## config.mk

```make
export PLATFORM = sky130hd
export DESIGN_NAME = pc_next_unit
export DESIGN_NICKNAME = d
export VERILOG_FILES = /design/src/rtl/pcsel_pkg.sv /design/src/rtl/pcsel_seq_adder.sv /design/src/rtl/pcsel_branch_target.sv /design/src/rtl/pcsel_jump_splice.sv /design/src/rtl/pcsel_chooser.sv /design/src/rtl/pc_next_unit.sv
export SDC_FILE = /design/constraint.sdc
export NUM_CORES = 1
export LEC_CHECK = 0
export BUFFER_PORTS_ARGS = -buffer_cell sky130_fd_sc_hd__buf_2
export CORE_MARGIN = 2
export CORE_UTILIZATION = 45
export CTS_CLUSTER_DIAMETER = 150
export CTS_CLUSTER_SIZE = 30
export DETAILED_ROUTE_END_ITERATION = 12
export PLACE_DENSITY = 0.76
export SLEW_MARGIN = 15
export SYNTH_ARGS = -nofsm -noshare
export SYNTH_HDL_FRONTEND = slang
export SYNTH_SLANG_ARGS = --single-unit
```

## constraint.sdc

```tcl
create_clock -name clk -period 8.46 [get_ports clk]
set_input_delay 1.692 -clock clk [delete_from_list [all_inputs] [get_ports clk]]
set_output_delay 1.692 -clock clk [all_outputs]
set_load 0.05 [all_outputs]
```

## src/rtl/pcsel_pkg.sv

```systemverilog
package pcsel_pkg;

    typedef enum logic [1:0] {
        SRC_SEQ    = 2'd0,
        SRC_BRANCH = 2'd1,
        SRC_JUMP   = 2'd2
    } npc_src_e;

    localparam int WORD_SHIFT = 2;

endpackage

```

## src/rtl/pcsel_seq_adder.sv

```systemverilog
module pcsel_seq_adder #(
    parameter int ADDR_W = 32,
    parameter int STEP   = 4
) (
    input  logic [ADDR_W-1:0] pc_cur,
    output logic [ADDR_W-1:0] pc_inc
);
    localparam logic [ADDR_W-1:0] STEP_V = ADDR_W'(STEP);

    always_comb begin
        pc_inc = pc_cur + STEP_V;
    end
endmodule

```

## src/rtl/pcsel_branch_target.sv

```systemverilog
module pcsel_branch_target #(
    parameter int ADDR_W = 32,
    parameter int OFF_W  = 16,
    parameter int SHIFT  = 2
) (
    input  logic [ADDR_W-1:0] pc_inc,
    input  logic [OFF_W-1:0]  offset,
    output logic [ADDR_W-1:0] target
);
    localparam int EXT_W = ADDR_W - OFF_W - SHIFT;

    logic [ADDR_W-1:0] scaled;

    generate
        if (EXT_W > 0) begin : g_ext
            always_comb begin
                scaled = {{EXT_W{offset[OFF_W-1]}}, offset, {SHIFT{1'b0}}};
            end
        end else begin : g_trunc
            logic [OFF_W+SHIFT-1:0] wide;
            always_comb begin
                wide   = {offset, {SHIFT{1'b0}}};
                scaled = wide[ADDR_W-1:0];
            end
        end
    endgenerate

    always_comb begin
        target = pc_inc + scaled;
    end
endmodule

```

## src/rtl/pcsel_jump_splice.sv

```systemverilog
module pcsel_jump_splice #(
    parameter int ADDR_W = 32,
    parameter int IDX_W  = 26,
    parameter int SHIFT  = 2
) (
    input  logic [ADDR_W-1:0] pc_inc,
    input  logic [IDX_W-1:0]  index,
    output logic [ADDR_W-1:0] target
);
    localparam int REGION_W = ADDR_W - IDX_W - SHIFT;

    generate
        if (REGION_W > 0) begin : g_region
            always_comb begin
                target = {pc_inc[ADDR_W-1 -: REGION_W], index, {SHIFT{1'b0}}};
            end
        end else begin : g_flat
            logic [IDX_W+SHIFT-1:0] wide;
            logic [ADDR_W-1:0]      unused_inc;
            always_comb begin
                unused_inc = pc_inc;
                wide       = {index, {SHIFT{1'b0}}};
                target     = wide[ADDR_W-1:0];
            end
        end
    endgenerate
endmodule

```

## src/rtl/pcsel_chooser.sv

```systemverilog
module pcsel_chooser
    import pcsel_pkg::*;
#(
    parameter int ADDR_W = 32
) (
    input  logic              branch_en,
    input  logic              jump_en,
    input  logic              alu_zero,
    input  logic [ADDR_W-1:0] seq_addr,
    input  logic [ADDR_W-1:0] br_addr,
    input  logic [ADDR_W-1:0] jmp_addr,
    output npc_src_e          src,
    output logic [ADDR_W-1:0] next_pc
);
    logic take_branch;

    always_comb begin
        take_branch = branch_en & alu_zero;
        unique case ({jump_en, take_branch})
            2'b10, 2'b11: src = SRC_JUMP;
            2'b01:        src = SRC_BRANCH;
            default:      src = SRC_SEQ;
        endcase
    end

    always_comb begin
        unique case (src)
            SRC_JUMP:   next_pc = jmp_addr;
            SRC_BRANCH: next_pc = br_addr;
            default:    next_pc = seq_addr;
        endcase
    end
endmodule

```

## src/rtl/pc_next_unit.sv

```systemverilog
module pc_next_unit
    import pcsel_pkg::*;
#(
    parameter int          ADDR_W   = 32,
    parameter int          INSTR_W  = 32,
    parameter int          OFF_W    = 16,
    parameter int          IDX_W    = 26,
    parameter int          STEP     = 4,
    parameter logic [31:0] RESET_PC = 32'h0000_0000
) (
    input  logic               clk,
    input  logic               rst,
    input  logic [INSTR_W-1:0] instr,
    input  logic               branch_en,
    input  logic               jump_en,
    input  logic               alu_zero,
    output logic [ADDR_W-1:0]  pc_q,
    output logic [ADDR_W-1:0]  pc_plus4
);
    logic [ADDR_W-1:0] br_addr;
    logic [ADDR_W-1:0] jmp_addr;
    logic [ADDR_W-1:0] next_pc;
    npc_src_e          src;

    pcsel_seq_adder #(.ADDR_W(ADDR_W), .STEP(STEP)) i_seq (
        .pc_cur (pc_q),
        .pc_inc (pc_plus4)
    );

    pcsel_branch_target #(.ADDR_W(ADDR_W), .OFF_W(OFF_W), .SHIFT(WORD_SHIFT)) i_br (
        .pc_inc (pc_plus4),
        .offset (instr[OFF_W-1:0]),
        .target (br_addr)
    );

    pcsel_jump_splice #(.ADDR_W(ADDR_W), .IDX_W(IDX_W), .SHIFT(WORD_SHIFT)) i_jmp (
        .pc_inc (pc_plus4),
        .index  (instr[IDX_W-1:0]),
        .target (jmp_addr)
    );

    pcsel_chooser #(.ADDR_W(ADDR_W)) i_choose (
        .branch_en (branch_en),
        .jump_en   (jump_en),
        .alu_zero  (alu_zero),
        .seq_addr  (pc_plus4),
        .br_addr   (br_addr),
        .jmp_addr  (jmp_addr),
        .src       (src),
        .next_pc   (next_pc)
    );

    always_ff @(posedge clk) begin
        if (rst) begin
            pc_q <= ADDR_W'(RESET_PC);
        end else begin
            pc_q <= next_pc;
        end
    end
endmodule

```

# == After elaboration in Yosys (flattened, before gate mapping) ==
# Cells that the tools add are included.
# classes
reduce_logical,1
n_bitwise,1
eq_ne,5
muxes,2
add_sub_neg,2
# op_table
operator,n
32-bit one-hot mux with 2 select lines,1
"32-bit by 3-bit adder with 32-bit output, second input constant",1
32-bit adder,1
"2-bit == test, second input constant",3
"2-bit by 1-bit == test with 1-bit output, second input constant",2
2-bit one-hot mux with 2 select lines,1
2-bit OR reduction,1
1-bit bitwise AND,1
# totals
register_bits,32
word_cells,12
output_inout_bits,64

# == Depth between registers and ports, before layout ==
# Gate-level depths: netlist of run 1.
# depth
ltp_word,6
mapped_depth,16
ltp_nobuf,16

# == Hierarchy ==
# From an unflattened synthesis of run 1, not the netlist that was laid out.
# unflattened
cells_unflattened,562
area_unflattened_um2,4515.6
# by_module_without_submodules
module,seq_area_each_um2,area_per_inst_um2,instances,cells_each
pcsel_branch_target,0.0,1660.3,1,226
pcsel_chooser,0.0,1167.4,1,153
pc_next_unit,640.6,863.3,1,67
pcsel_seq_adder,0.0,580.6,1,83
pcsel_jump_splice,0.0,244.0,1,33

# == Worst setup path after synthesis of run 1 ==
# OpenSTA, ideal clock, no wires.
# synth_path
kind,reg-to-reg
start,reg pc_q[4]
end,reg pc_q[26]
arrival_ns,4.509
stages_incl_launch_ff,15
path_buffers,1
setup_ns,0.081
path_slack_ns,3.870
synth_period_minus_slack_ns,4.590
path_cell_list,dfxtp_1 -> nand3_1 -> nor2_1 -> and3_1 -> nand3_1 -> xnor2_1 -> ha_1 -> buf_2 -> a21o_1 -> o21bai_1 -> a221oi_1 -> o21ai_0 -> o211ai_1 -> mux2_2 -> a211oi_2
# synth_via
elab_chain_len,3
# synth_lines
element,line,text
from (decl),pc_next_unit.sv:17,"output logic [ADDR_W-1:0] pc_q,"
from (signal assigned),pc_next_unit.sv:55,pc_q <= ADDR_W'(RESET_PC);
from (signal assigned),pc_next_unit.sv:57,pc_q <= next_pc;
32-bit by 3-bit adder with 32-bit output,pcsel_seq_adder.sv:11,pc_inc = pc_cur + STEP_V;
via pc_plus4[17],pc_next_unit.sv:18,output logic [ADDR_W-1:0] pc_plus4
32-bit adder,pcsel_branch_target.sv:29,target = pc_inc + scaled;
32-bit one-hot mux with 2 select lines,pcsel_chooser.sv:27,unique case (src)
# The timed path passes the listed nets, and every way through them passes these cells.
# A chain may end at the register's enable or synchronous reset.

# == Final worst setup path of run 1 ==
# layout_path
start,reg pc_q[6]
end,out pc_plus4[27]
# layout_via
elab_chain_len,1
# layout_lines
element,line
32-bit by 3-bit adder with 32-bit output,pcsel_seq_adder.sv:11
to (decl),pc_next_unit.sv:18
# No other way between the ends.

==> results of run 1 <==
worst max-delay path, stage by stage, from the launching register on:
cell and delay, ns:
dfxtp_1 0.45, nand4_1 0.18, nor2_1 0.47, nand4_1 0.45, nor3_1 0.31, xor2_1 0.27, buf_2 0.31
worst paths after layout:
| kind | to | slack (ns) | cells past startpoint |
|---|---|---|---|
| setup reg to reg | pc_q[31] | 4.24 | 16 |
| hold / removal | pc_q[31] | 0.67 | 3 |
| setup / recovery | pc_plus4[27] | 4.03 | 6 |
| hold reg to reg | pc_q[31] | 0.67 | 3 |
cells in the mapped netlist, types with 6 or more instances:
library cell / n
a211oi_1: 15
nor2_1: 50
o21ai_0: 15
o211ai_1: 7
clkbuf_1: 12
nand2_1: 46
xor2_1: 18
and2_1: 6
a21o_1: 13
dfxtp_1: 30
inv_1: 17
and3_1: 13
a21oi_1: 40
nor3_1: 11
nand3_1: 23
ha_1: 35
xnor2_1: 23
logic make-up (layout without fill, tap and decap cells):
logic type	after synthesis	in the layout	share of synthesized area
simple gates	181	181	0.245
other cells	1	4	0.00104
flops	30	30	0.167
fa+ha+maj	36	36	0.127
buf+inv	38	117	0.0467
mux	4	4	0.0115
compound gates	149	149	0.301
xor+xnor	41	41	0.0999
power groups by stage:
stage | clock, W | sequential, W | combinational (W)
2_1_floorplan | 0 | 0.000207 | 0.000214
3_3_place_gp | 0 | 0.000169 | 0.000314
3_5_place_dp | 0 | 0.000169 | 0.000319
4_1_cts | 0.000148 | 0.000166 | 0.000322
5_1_grt | 0.000153 | 0.000168 | 0.000349
6_report | 0.000146 | 0.000166 | 0.000325
final cells by class:
type / count / area share
flip-flops and latches: 30 / 0.143
well taps: 102 / 0.0304
inverters: 18 / 0.0161
clock buffers: 8 / 0.0262
repair buffers: 91 / 0.109
multi-input cells: 415 / 0.675
per-layer routing:
metal	GRT usage	wire length (microns)	up-vias
li1	-	-	1927
met1	0.309	4840	1906
met2	0.438	5360	153
met3	0.0395	640	21
met4	0.0748	199	0
met5	0	0	-
through the flow:
| stage | instance area, sq um | utilization | instances |
|---|---|---|---|
| 2_1_floorplan | 3600 | - | 483 |
| 3_3_place_gp | 4090 | 0.529 | 656 |
| 3_5_place_dp | 4090 | 0.529 | 656 |
| 4_1_cts | 4200 | 0.544 | 664 |
| 5_1_grt | 4200 | 0.544 | 664 |
| 6_report | 4200 | 0.544 | 664 |
==> metrics.yaml, run 1 <==
clk_pin_slew_ns: 0.08
ant_nets: 0
finalPower_w: 0.000637
hold_class: "flip-flop to flip-flop"
drtIter0Drc: 356
worstSkewPairLatency_ns: 0.29
reg_top3: "pc_q x30"
postLayoutSetupSlackWorst_ns: 4.03
cts_sinks: 30
io_pins: 101
drt_pass1_iterations: 5
clockPowerShare: 0.229
path_max_fanout: 5
synth-seq-cells: 30
layout_common_cells: "buf_2, nor2_1, nand2_1, a21oi_1, ha_1"
synth.distinct_cells: 69
post-route-drc-count: 0
post-cts-setup-buffer-count: 0
netlist_top_cells_area: "dfxtp_1, ha_1, xnor2_1"
yosysSeqAreaShare: 0.167
root_buffer: "clkbuf_8"
internal-power_w: 0.000338
fillers: 752
drt_wl_total_microns: 11000
drive_gt1_frac: 0.210
switching_share: 0.470
wl_per_cell_microns: 16.6
htree_levels: 2
cts_resized: 0
crit_path_start_kind: "flip-flop"
dp_hpwl_microns: 8340
cp-startpoint: "pc_q[6]"
routed_via_density: 6.03
crit_path_end_kind: "output port"
core_sq_um: 7730
skew_ns: 0.00953
leakagePower_nw: 2.01
holdBufCountCts: 0
cts_tree: "built"
synth_warnings: 0
antenna-diode-count: 0
final-max-slew-violation-count: 0
fmax_mhz: 226
grt.overflow.total: 0
synth_flop_cell: "dfxtp_1"
start_util: 0.465
antenna_found_initial: 0
critPathArrivalTime_ns: 2.74
first_global_vias: 3665
synth.largest_area_cell: "dfxtp_1"
seqPwrFrac: 0.261
nNetsFinal: 634
largest_reg_flops: 30
grt_first_pass_wirelength_microns: 17500
syn_inst: 480
synth_enable_flop_cells: 0
grt_max_degree: 29
period_needed_ns: 4.43
timing.final.crit_share: 0.524
maxCapViolCount: 0
gp_congestion: 0.886
multi_input_area_sq_um: 2840
final_common_cell: "buf_2"
finalSetupTns_ns: 0
ctsLongestPathBuffers: 2
port_buffers: 90
pre_cts_ws_ns: 4.12
syn_area_sq_um: 3590
power_density_nw_per_um2: 152
hold_viol: 0
relSlewSlack: 0.367
regMostFlops: "pc_q"
area_growth_pct: 16.9
tightest_slew_ns: 0.946
regArea_sq_um: 601
vias: 4007
die_w_microns: 93.4
required_ns: 6.77
holdWs_ns: 0.666
cts_buffers: 5
synth_top_area_frac: 0.167
crit_type: "flip-flop to output port"
vdd_ir_drop_max_v: 0.0000856
r2r-start: "pc_q[2]"
grtUsageTotal: 0.249
synthArstFlopShare: 0
dieHeight_microns: 93.4
rows: 32
total_switching_power_w: 0.000300
p_comb_frac: 0.510
status: "finished, final reports clean"
rsz0062_at_grt: "no"
finalSetupViolations: 0
hp-start: "pc_q[31]"
syn_area_per_cell_sq_um: 7.49
die_area_sq_um: 8720
(Power assumes the default switching activity.)
==> inputs of run 2 (changes only) <==
==> constraint.sdc (replaced) <==
create_clock -name clk -period 4.5 [get_ports clk]
set_input_delay 0.9 -clock clk [delete_from_list [all_inputs] [get_ports clk]]
set_output_delay 0.9 -clock clk [all_outputs]
set_load 0.05 [all_outputs]
==> run 2 against run 1 <==
  * Power is 78% higher
  * Sequential power is 88% higher
  * Sequential share of layout area hardly changed
  * Via count is 2.7% lower
  * Non-clock buffer count is 3 higher
  * Largest cell class unchanged
  * Clock skew is 0.0021 ns lower
  * Critical path depth is 10 higher
  * Routed wire length is 6.2% lower
  * Cell area is 0.15% higher
==> metrics.yaml, run 2 (same netlist as run 1, synthesis figures left out) <==
dp_hpwl_microns: 7960  # -4.5%
crit_type: "flip-flop to flip-flop"
grt_use_met2: 0.409  # -0.0288
io_pins: 101  # unchanged
hold_class: "flip-flop to flip-flop"
regMostFlops: "pc_q"
routed_via_density: 5.86  # -3.0%
first_global_vias: 3650  # -0.41%
layout_common_cells: "buf_2, nor2_1, nand2_1, a21oi_1, ha_1"
finalPower_w: 0.00113  # +78%
relSlewSlack: 0.413  # +0.0463
use_met1: 0.295  # -0.0144
area_growth_pct: 17.1
rsz0062_at_grt: "no"
die_w_microns: 93.4  # unchanged
leakagePower_nw: 2.02  # +0.52%
status: "finished, final reports clean"
htree_levels: 2  # unchanged
post-route-drc-count: 0  # unchanged
required_ns: 4.68  # -2.09 ns
reg_top3: "pc_q x30"
antenna_found_initial: 0  # unchanged
period_needed_ns: 4.01
finish.cell_count_without_fillers: 666  # +0.30%
cts_tree: "built"
nNetsFinal: 637  # +0.47%
final_cell_area_sq_um: 4210  # +0.15%
ant_nets: 0  # unchanged
finalSetupTns_ns: 0  # unchanged
maxCapViolCount: 0  # unchanged
ctsLongestPathBuffers: 2  # unchanged
dpl_cell_area_sq_um: 4130  # +0.92%
reg2reg_slack_ns: 0.49  # -3.75 ns
holdBufCountCts: 0  # unchanged
drtIter0Drc: 191  # -46%
antenna-diode-count: 0  # unchanged
dieHeight_microns: 93.4  # unchanged
cts_buffers: 5  # unchanged
grt_max_degree: 29  # unchanged
dpl.cell_count: 659  # +0.46%
final_common_cell: "buf_2"
fmax_mhz: 250
largest_reg_flops: 30  # unchanged
finalSetupViolations: 0  # unchanged
drt_pass1_iterations: 4  # -1
wl_per_cell_microns: 15.5  # -6.5%
grt_first_pass_wirelength_microns: 16800  # -4.1%
timing.final.crit_share: 0.890
skew_ns: 0.00740  # -0.00213 ns
clk_pin_slew_ns: 0.07  # about the same
die_area_sq_um: 8720  # unchanged
start_util: 0.465  # unchanged
path_max_fanout: 5  # unchanged
cts_resized: 0  # unchanged
power_density_nw_per_um2: 269  # +77%
critPathArrivalTime_ns: 4.19  # +1.45 ns
grtUsageTotal: 0.238  # -0.0109
crit_path_start_kind: "flip-flop"
worstSkewPairLatency_ns: 0.29  # about the same
tightest_slew_ns: 0.877  # -0.0691 ns
core_sq_um: 7730  # unchanged
cp-startpoint: "pc_q[2]"
hp-start: "pc_q[31]"
drt_wl_total_microns: 10400  # -6.2%
crit_path_end_kind: "flip-flop"
vias: 3900  # -2.7%
grt-busiest-layer: "met2"
rows: 32  # unchanged
vdd_ir_drop_max_v: 0.000175  # +100%
gp_congestion: 0.959  # +8.2%
use_met3: 0.0516  # +0.0121
post-cts-setup-buffer-count: 0  # unchanged
r2r-start: "pc_q[2]"
utilization: 0.544  # +0.000809
hold_viol: 0  # unchanged
fillers: 766  # +1.9%
drive_gt1_frac: 0.216  # +0.00635
port_buffers: 90  # unchanged
grt.overflow.total: 0  # unchanged
final-max-slew-violation-count: 0  # unchanged
root_buffer: "clkbuf_8"
cts_sinks: 30  # unchanged
run 2: metal layers:
layer	share of wire	routed length, microns
met1	0.44	4540
met2	0.48	4960
met3	0.066	685
met4	0.017	172
met5	0	0
run 2: area by class of cell:
class                           count  area (sq um)  share of cell area
Timing Repair Buffer               94           480               0.114
Sequential cell                    30           601               0.143
Clock inverter                      2          10.0             0.00238
Inverter                           18          67.6              0.0161
Tap cell                          102           128              0.0303
Clock buffer                        5          68.8              0.0164
Multi-Input combinational cell    415          2850               0.678
run 2: stage by stage:
step	hold slack, ns	setup slack [ns]
after floorplan	0.901	0.00757
final	0.658	0.494
after CTS	0.665	0.574
after global routing	0.691	0.287
after global placement	0.638	0.651
after detailed placement	0.648	0.602
run 2: worst paths after layout:
path              cells after the start       end
setup / recovery                     16  pc_q[31]
hold / removal                        3  pc_q[31]
setup reg to reg                     16  pc_q[31]
hold reg to reg                       3  pc_q[31]
run 2: power by group:
part           internal (W)  total (W)  switching [W]  leakage, nW
sequential         0.000288   0.000312      0.0000242        0.249
clock              0.000104   0.000216       0.000113       0.0438
combinational      0.000194   0.000604       0.000410         1.73
run 2: critical path, stage by stage, from the launching register on:
cell,delay [ns]
dfxtp_1,0.40
ha_1,0.23
nand2_1,0.11
nor2_2,0.17
and3_1,0.27
nand3_1,0.29
nor2_1,0.26
xor2_2,0.24
ha_1,0.30
a21o_1,0.20
a21o_1,0.19
a21oi_1,0.21
o211ai_1,0.17
nand2_1,0.09
o311ai_0,0.16
or4_1,0.42
and3_1,0.18
